## config.mk

```make
export PLATFORM = sky130hd
export DESIGN_NAME = pin_edge_irq
export DESIGN_NICKNAME = d
export VERILOG_FILES = /design/src/rtl/pei_pkg.sv /design/src/rtl/pei_filter.sv /design/src/rtl/pei_status_cell.sv /design/src/rtl/pin_edge_irq.sv
export SDC_FILE = /design/constraint.sdc
export NUM_CORES = 1
export LEC_CHECK = 0
export BUFFER_PORTS_ARGS = -buffer_cell sky130_fd_sc_hd__buf_4
export CORE_MARGIN = 2
export CORE_UTILIZATION = 45
export DETAILED_ROUTE_END_ITERATION = 16
export GPL_TIMING_DRIVEN = 0
export HOLD_SLACK_MARGIN = 0.08
export PLACE_DENSITY_LB_ADDON = 0.05
export RECOVER_POWER = 50
export SLEW_MARGIN = 10
export SYNTH_ARGS = -nofsm -noshare
export SYNTH_HDL_FRONTEND = slang
export SYNTH_SLANG_ARGS = --single-unit
```

## constraint.sdc

```tcl
create_clock -name clk -period 1.3 [get_ports clk]
set_input_delay 0.195 -clock clk [delete_from_list [all_inputs] [get_ports clk]]
set_output_delay 0.195 -clock clk [all_outputs]
set_load 0.01 [all_outputs]
```

## src/rtl/pei_pkg.sv

```systemverilog
package pei_pkg;

   // Edge mode, encoded as {rise_sel, fall_sel}
   typedef enum logic [1:0] {
      EM_ANY_AUTO = 2'b00,
      EM_FALL     = 2'b01,
      EM_RISE     = 2'b10,
      EM_ANY_HOLD = 2'b11
   } edge_mode_e;

   function automatic edge_mode_e mode_of(input logic rise_sel, input logic fall_sel);
      return edge_mode_e'({rise_sel, fall_sel});
   endfunction

endpackage

```

## src/rtl/pei_filter.sv

```systemverilog
module pei_filter #(
   parameter int unsigned FILT_CLKS = 16
) (
   input  logic clk,
   input  logic rst_n,
   input  logic pin,
   input  logic filt_en,
   output logic q,
   output logic q_nxt
);

   generate
      if (FILT_CLKS <= 1) begin : g_bypass
         // A one-sample filter is the same as no filter
         always_comb q_nxt = pin;
         always_ff @(posedge clk or negedge rst_n) begin
            if (!rst_n) q <= 1'b0;
            else        q <= q_nxt;
         end
      end else begin : g_count
         localparam int unsigned CW = $clog2(FILT_CLKS);
         localparam logic [CW-1:0] LAST = CW'(FILT_CLKS - 1);
         logic [CW-1:0] cnt, cnt_nxt;

         always_comb begin
            q_nxt   = q;
            cnt_nxt = cnt;
            if (!filt_en) begin
               q_nxt   = pin;
               cnt_nxt = '0;
            end else if (pin == q) begin
               cnt_nxt = '0;
            end else if (cnt == LAST) begin
               q_nxt   = pin;
               cnt_nxt = '0;
            end else begin
               cnt_nxt = cnt + 1'b1;
            end
         end

         always_ff @(posedge clk or negedge rst_n) begin
            if (!rst_n) begin
               q   <= 1'b0;
               cnt <= '0;
            end else begin
               q   <= q_nxt;
               cnt <= cnt_nxt;
            end
         end
      end
   endgenerate

endmodule

```

## src/rtl/pei_status_cell.sv

```systemverilog
module pei_status_cell
   import pei_pkg::*;
(
   input  logic       clk,
   input  logic       rst_n,
   input  logic       q_cur,
   input  logic       q_nxt,
   input  logic       en,
   input  edge_mode_e mode,
   input  logic       rd,
   output logic       status
);

   logic ref_q, ref_base, st_nxt, rise_ev, fall_ev, sel_ev;

   always_comb begin
      // The reference is re-captured on a read and follows the level while no flag is pending
      ref_base = (rd || !status) ? q_cur : ref_q;
      rise_ev  = q_nxt & ~q_cur;
      fall_ev  = ~q_nxt & q_cur;
      unique case (mode)
         EM_RISE:     sel_ev = rise_ev;
         EM_FALL:     sel_ev = fall_ev;
         default:     sel_ev = rise_ev | fall_ev;
      endcase
      if (mode == EM_ANY_AUTO) st_nxt = en & (q_nxt ^ ref_base);
      else                     st_nxt = en & (sel_ev | (status & ~rd));
   end

   always_ff @(posedge clk or negedge rst_n) begin
      if (!rst_n) begin
         status <= 1'b0;
         ref_q  <= 1'b0;
      end else begin
         status <= st_nxt;
         ref_q  <= ref_base;
      end
   end

endmodule

```

## src/rtl/pin_edge_irq.sv

```systemverilog
module pin_edge_irq
   import pei_pkg::*;
#(
   parameter int unsigned NPINS     = 16,
   parameter int unsigned BANK_W    = 8,
   parameter int unsigned FILT_CLKS = 16
) (
   input  logic                          clk,
   input  logic                          rst_n,
   input  logic [NPINS-1:0]              pin_lvl,
   input  logic [NPINS-1:0]              cfg_is_in,
   input  logic [NPINS-1:0]              cfg_irq_en,
   input  logic [NPINS-1:0]              cfg_rise_sel,
   input  logic [NPINS-1:0]              cfg_fall_sel,
   input  logic [NPINS-1:0]              cfg_filt_en,
   input  logic [NPINS/BANK_W-1:0]       rd_state,
   output logic [NPINS-1:0]              irq_status,
   output logic                          irq_drive_low
);

   localparam int unsigned NBANKS = NPINS / BANK_W;

   generate
      if (NPINS == 0 || BANK_W == 0 || (NPINS % BANK_W) != 0) begin : g_bad_bank
         $error("pin_edge_irq: NPINS must be a nonzero multiple of BANK_W");
      end
      if (FILT_CLKS == 0) begin : g_bad_filt
         $error("pin_edge_irq: FILT_CLKS must be at least 1");
      end
   endgenerate

   for (genvar p = 0; p < NPINS; p++) begin : g_pin
      localparam int unsigned BANK = p / BANK_W;
      logic q_cur, q_nxt;

      pei_filter #(.FILT_CLKS(FILT_CLKS)) u_filt (
         .clk     (clk),
         .rst_n   (rst_n),
         .pin     (pin_lvl[p]),
         .filt_en (cfg_filt_en[p]),
         .q       (q_cur),
         .q_nxt   (q_nxt)
      );

      pei_status_cell u_cell (
         .clk    (clk),
         .rst_n  (rst_n),
         .q_cur  (q_cur),
         .q_nxt  (q_nxt),
         .en     (cfg_is_in[p] & cfg_irq_en[p]),
         .mode   (mode_of(cfg_rise_sel[p], cfg_fall_sel[p])),
         .rd     (rd_state[BANK]),
         .status (irq_status[p])
      );
   end

   assign irq_drive_low = |irq_status;

   if (NBANKS == 0) begin : g_never
      $error("pin_edge_irq: no banks");
   end

endmodule

```

# Word-level counts from Yosys, hierarchy flattened
# Index checks and enable logic that the tools add are counted.
# op_classes
shift	0
div_mod_pow	0
reduce_logical	49
n_bitwise	178
mux	144
n_addsub	16
eq_ne	64
mul	0
n_lt_le_gt_ge	0
# ops
operator	n
4-bit two-way mux	48
1-bit AND	96
1-bit two-way mux	80
4-bit by 1-bit adder with 4-bit output, second input constant	16
4-bit equality test, second input constant	16
1-bit inverter	34
2-bit by 1-bit equality test with 1-bit output, second input constant	16
2-bit equality test, second input constant	16
2-bit logical NOT	16
1-bit bitwise OR	32
1-bit case mux with 2 select lines	16
1-bit equality test	16
1-bit logical NOT	16
1-bit logical OR	16
16-bit OR reduction	1
1-bit XOR	16
# totals
romBits	0
ramBits	0
elab_cells	515
latchBits	0
reg_bits	112
inputBits	100
memories	0

# Logic depth before layout (Yosys ltp)
# logic_depth
ltp_word	11
ltp_mapped	6
mapped_depth_nobuf	6

# Hierarchy
# Synthesis repeated with hierarchy kept, for this count alone.
# hier_totals
cells_unflattened	645
hier_area_um2	6957.9
# by_module_without_submodules
module	instances	seq_area_each_um2	area_each_um2	cells_each
pei_filter	16	125.1	220.2	18
pei_status_cell	16	50.0	206.4	21
pin_edge_irq	1	0.0	131.4	21

# Least setup slack after synthesis
# No wires, ideal clock.
# synth_timing
kind	register -> register
start	register g_pin[14].u_filt.g_count.cnt[0]
end	register g_pin[14].u_cell.status
setup_ps	87
path_slack_ps	-122
t_arrival_ps	1336
stages_incl_launch_ff	6
synth_period_minus_slack_ps	1422
cell_sequence	dfrtp_1 -> ha_1 -> and3_1 -> o211ai_2 -> xnor2_2 -> a211oi_2
# synth_via
elab_chain_cells	11
elab_cells_between_ends	14
# synth_lines
element	line	source
start: declaration	pei_filter.sv:23	logic [CW-1:0] cnt, cnt_nxt;
start signal: assignment	pei_filter.sv:47	cnt <= cnt_nxt;
4-bit equality test (*)	pei_filter.sv:33	end else if (cnt == LAST) begin
1-bit two-way mux (*)	pei_filter.sv:33	
1-bit two-way mux (*)	pei_filter.sv:31	end else if (pin == q) begin
1-bit two-way mux (*)	pei_filter.sv:28	if (!filt_en) begin
via g_pin[14].q_nxt	pin_edge_irq.sv:34	logic q_cur, q_nxt;
1-bit inverter	pei_status_cell.sv:20	fall_ev = ~q_nxt & q_cur;
1-bit AND	pei_status_cell.sv:20	
1-bit bitwise OR	pei_status_cell.sv:24	default: sel_ev = rise_ev | fall_ev;
1-bit case mux with 2 select lines	pei_status_cell.sv:21	unique case (mode)
1-bit bitwise OR	pei_status_cell.sv:27	else st_nxt = en & (sel_ev | (status & ~rd));
1-bit AND	pei_status_cell.sv:27	
1-bit two-way mux (*)	pei_status_cell.sv:26	if (mode == EM_ANY_AUTO) st_nxt = en & (q_nxt ^ ref_base);
via g_pin[14].u_cell.st_nxt	pei_status_cell.sv:14	logic ref_q, ref_base, st_nxt, rise_ev, fall_ev, sel_ev;
end signal: assignment	pei_status_cell.sv:35	status <= st_nxt;
end: declaration	pei_status_cell.sv:11	output logic status
# Mark *: on every way through the listed nets, which the timed path passes. The rest lies on a longest branch.

# Final worst setup path
# layout_timing
start	register g_pin[15].u_cell.status
end	output irq_drive_low
# layout_via
elab_chain_cells	1
# layout_lines
element	line	source
start: declaration	pei_status_cell.sv:11	
start signal: assignment	pei_status_cell.sv:35	
16-bit OR reduction	pin_edge_irq.sv:57	assign irq_drive_low = |irq_status;
end: declaration	pin_edge_irq.sv:18	output logic irq_drive_low
# Every way passes these cells.

==> flow_summary_export.csv <==
group,metric,value,unit
logic_synthesis,ys_warn_count,0,
clock_network,htreeDepth,3,
hold_path,hold_depth,3,
cells_and_area,areaGrowthSynthToFinish,34.8,%
logic_synthesis,yosysTopAreaCellShare,41.2,%
logic_synthesis,synth_edf_count,0,
floorplan,pin_count,117,
global_routing,grt_pass1_vias,5621,
floorplan,dieHeight,127,µm
setup_path,rrSetupSlack,-210,ps
routing,drc_errors,0,
power_and_ir_drop,power,8.46,mW
place,io_buffers,116,
setup_path,crit_required,1110,ps
clock_network,numCtsBuffers,9,
logic_synthesis,seq_area_frac_synth,41.2,%
global_routing,use_met3,4.73,%
place,dpl.hpwl,10800,µm
setup_path,r2r-end,"g_pin[6].u_cell.status$_DFF_PN0_",
sta,tns,-2590,ps
sta,worst_slack,-445,ps
global_routing,grt.met1_usage,23.2,%
routing,wl_per_cell,14.3,µm
hold_path,min_path_type,"input pin to flop",
cells_and_area,final_cell_count_no_fill,1063,
logic_synthesis,synth.most_common_cell,"dfrtp_1",
routing,drt_pre_antenna_iters,7,
power_and_ir_drop,p_leak,4.42,nW
cells_and_area,utilization,62.6,%
logic_synthesis,yosys-top-cells-area,"dfrtp_1 (41%), ha_1 (12%), nand2b_1 (5.3%)",
global_routing,grt_use_met2,34.2,%
place,placed_cells,977,
cells_and_area,area.sequential,0.00281,mm²
setup_path,crit_path_start_kind,"flop",
logic_synthesis,syn_nets,840,
logic_synthesis,netlist_top_cells_count,"dfrtp_1 (112), nand2_1 (67), ha_1 (64)",
sta,rsz0062_at_grt,"yes",
cells_and_area,multi_input_area,0.00399,mm²
setup_path,rr_worst_depth,6,
clock_network,clock-root-buffer,"clkbuf_16",
clock_network,cts_sinks,112,
routing,drtIter0Drc,215,
power_and_ir_drop,vdd_drop_max,0.644,mV
sta,max_freq,573,MHz
outcome,violations,"setup timing",
routing,vias,5553,
routing,ant_nets,0,
logic_synthesis,yosysTopAreaCell,"dfrtp_1",
sta,skew,9.06,ps
setup_path,end_kind,"output pin",
logic_synthesis,synth.avg_cell_area,10.1,µm²
logic_synthesis,synth_cell_types,33,
setup_path,reg2reg_from,"g_pin[6].u_cell.status$_DFF_PN0_",
sta,finalCriticalPeriod,1740,ps
global_routing,antenna_found_initial,0,
logic_synthesis,async_flop_share,100,%
logic_synthesis,synth_seq_cells,112,
global_routing,grt_usage,19.1,%
logic_synthesis,synthesis.instances,676,
floorplan,fp.dieArea,0.0161,mm²
sta,worst_pin_slew,769,ps
cells_and_area,fin_nets,1038,
place,pre_cts_ws,-348,ps
global_routing,grt_first_pass_wirelength,25100,µm
setup_path,worstPathArrival,1550,ps
power_and_ir_drop,p_per_area,922,mW/mm²
place,dpl_cell_area,0.00803,mm²
sta,hold_violations,0,
hold_path,min_from,"cfg_irq_en[5]",
outcome,status,"complete, but fails checks",
floorplan,core.rowCount,44,
clock_network,clkTransAtPathRegs,80,ps
setup_path,worstSetupPathType,"flop to output pin",
logic_synthesis,ys.flop_type,"dfrtp_1",
clock_network,cts_tree,"built",
cells_and_area,antenna_cells,0,
global_routing,grt-busiest-layer,"met2",
sta,holdWs,99.2,ps
sta,slew_violations,0,
floorplan,initial_core_util,46.5,%
sta,finalSetupViolCount,22,
clock_network,max-clock-path-buffers,2,
global_routing,grt-ovfl-total,0,
floorplan,die_w,127,µm
sta,slew_headroom,48.7,%
logic_synthesis,syn_area,0.00681,mm²
floorplan,core_region_area,0.0146,mm²
job,maxCapViolations,0,
routing,vias_per_cell,5.22,
clock_network,insertion_delay,350,ps
cells_and_area,fill_cells,1230,
place,gp_congestion,0.770,
sta,min_period_over_period,134,%
hold_path,holdPathEnd,"g_pin[5].u_cell.status$_DFF_PN0_",
cells_and_area,final_area,0.00917,mm²
setup_path,cp_max_fo,2,
routing,routed_wl,15200,µm
cells_and_area,drive_gt1_share,31.9,%
global_routing,grt_max_degree,61,
-- where the power goes --
part	total (mW)	switching [mW]	leakage, nW	internal, mW
logic	1.70	0.767	2.78	0.932
clock network	2.95	1.29	0.156	1.67
registers	3.81	0.146	1.48	3.66
-- what timing repair did --
action / CTS / global route
endpoints found under the hold margin: 60 / 0
buffers inserted: 36 / 21
pin swaps: 25 / 20
endpoints found under the setup margin: 18 / 25
resized for setup: 41 / 42
hold buffers: 15 / 0
-- layout make-up --
| type | instances | share of cell area [%] |
|---|---|---|
| multi-input cells | 499 | 43.5 |
| flip-flops and latches | 112 | 30.6 |
| repair buffers | 189 | 16.6 |
| clock buffers | 13 | 2.95 |
| well taps | 184 | 2.51 |
| inverters | 49 | 2.00 |
| plain buffers | 14 | 1.35 |
| clock inverters | 3 | 0.518 |
-- state kept, by name, indices dropped and copies added, names as in the netlist --
register,count
g_pin.u_filt.g_count.cnt,64
g_pin.u_cell.ref_q,16
g_pin.u_cell.status,16
g_pin.u_filt.q,16
-- placed cells by master, fill, tap and decap left out, types with 7 or more instances in the layout --
cell,n
mux2_4,7
xnor2_1,22
nor2_1,16
nor2b_4,9
o22ai_1,16
inv_1,49
clkbuf_16,9
o21ai_0,14
nand2b_1,58
a211oi_1,16
nand4b_1,14
dlygate4sd3_1,15
nor3_1,13
and3_4,11
a211oi_2,16
buf_4,169
xnor2_2,7
dfrtp_1,109
a21oi_1,28
nand4_1,14
buf_6,17
ha_1,56
nand2_1,67
nor2b_1,38
and3_1,18
-- routing by layer --
layer	vias to the layer above	part of all wire [%]
met5	-	0
met4	0	0.97
met3	13	4.0
met2	104	52
met1	2693	43
li1	2743	-
-- critical path: stages (launching register included) --
cell and delay, ps:
dfrtp_1 420, nor4_4 390, nand4_1 190, buf_4 190
-- cells by family after synthesis --
| logic type | after synthesis | share of synthesized area, % |
|---|---|---|
| XOR/XNOR | 29 | 4.28 |
| buffers and inverters | 65 | 4.47 |
| flip-flops | 112 | 41.2 |
| multiplexers | 16 | 2.87 |
| AO/OA/AOI/OAI | 115 | 12.6 |
| adder cells (fa/ha/maj) | 64 | 11.8 |
| AND/OR/NAND/NOR | 275 | 22.8 |
-- worst max path at each step --
stage	start	to	slack [ps]	cells after the start
2_1_floorplan	g_pin[14].u_filt.g_count.cnt[0]$_DFF_PN0_	g_pin[14].u_cell.status$_DFF_PN0_	-20	5
5_1_grt	g_pin[15].u_cell.status$_DFF_PN0_	irq_drive_low	-520	3
4_1_cts	g_pin[9].u_cell.status$_DFF_PN0_	irq_drive_low	-420	3
3_5_place_dp	g_pin[6].u_cell.status$_DFF_PN0_	irq_drive_low	-350	3
6_report	g_pin[15].u_cell.status$_DFF_PN0_	irq_drive_low	-440	3
3_3_place_gp	g_pin[6].u_cell.status$_DFF_PN0_	irq_drive_low	-350	3
No activity file was read; power rests on OpenSTA's default activity.
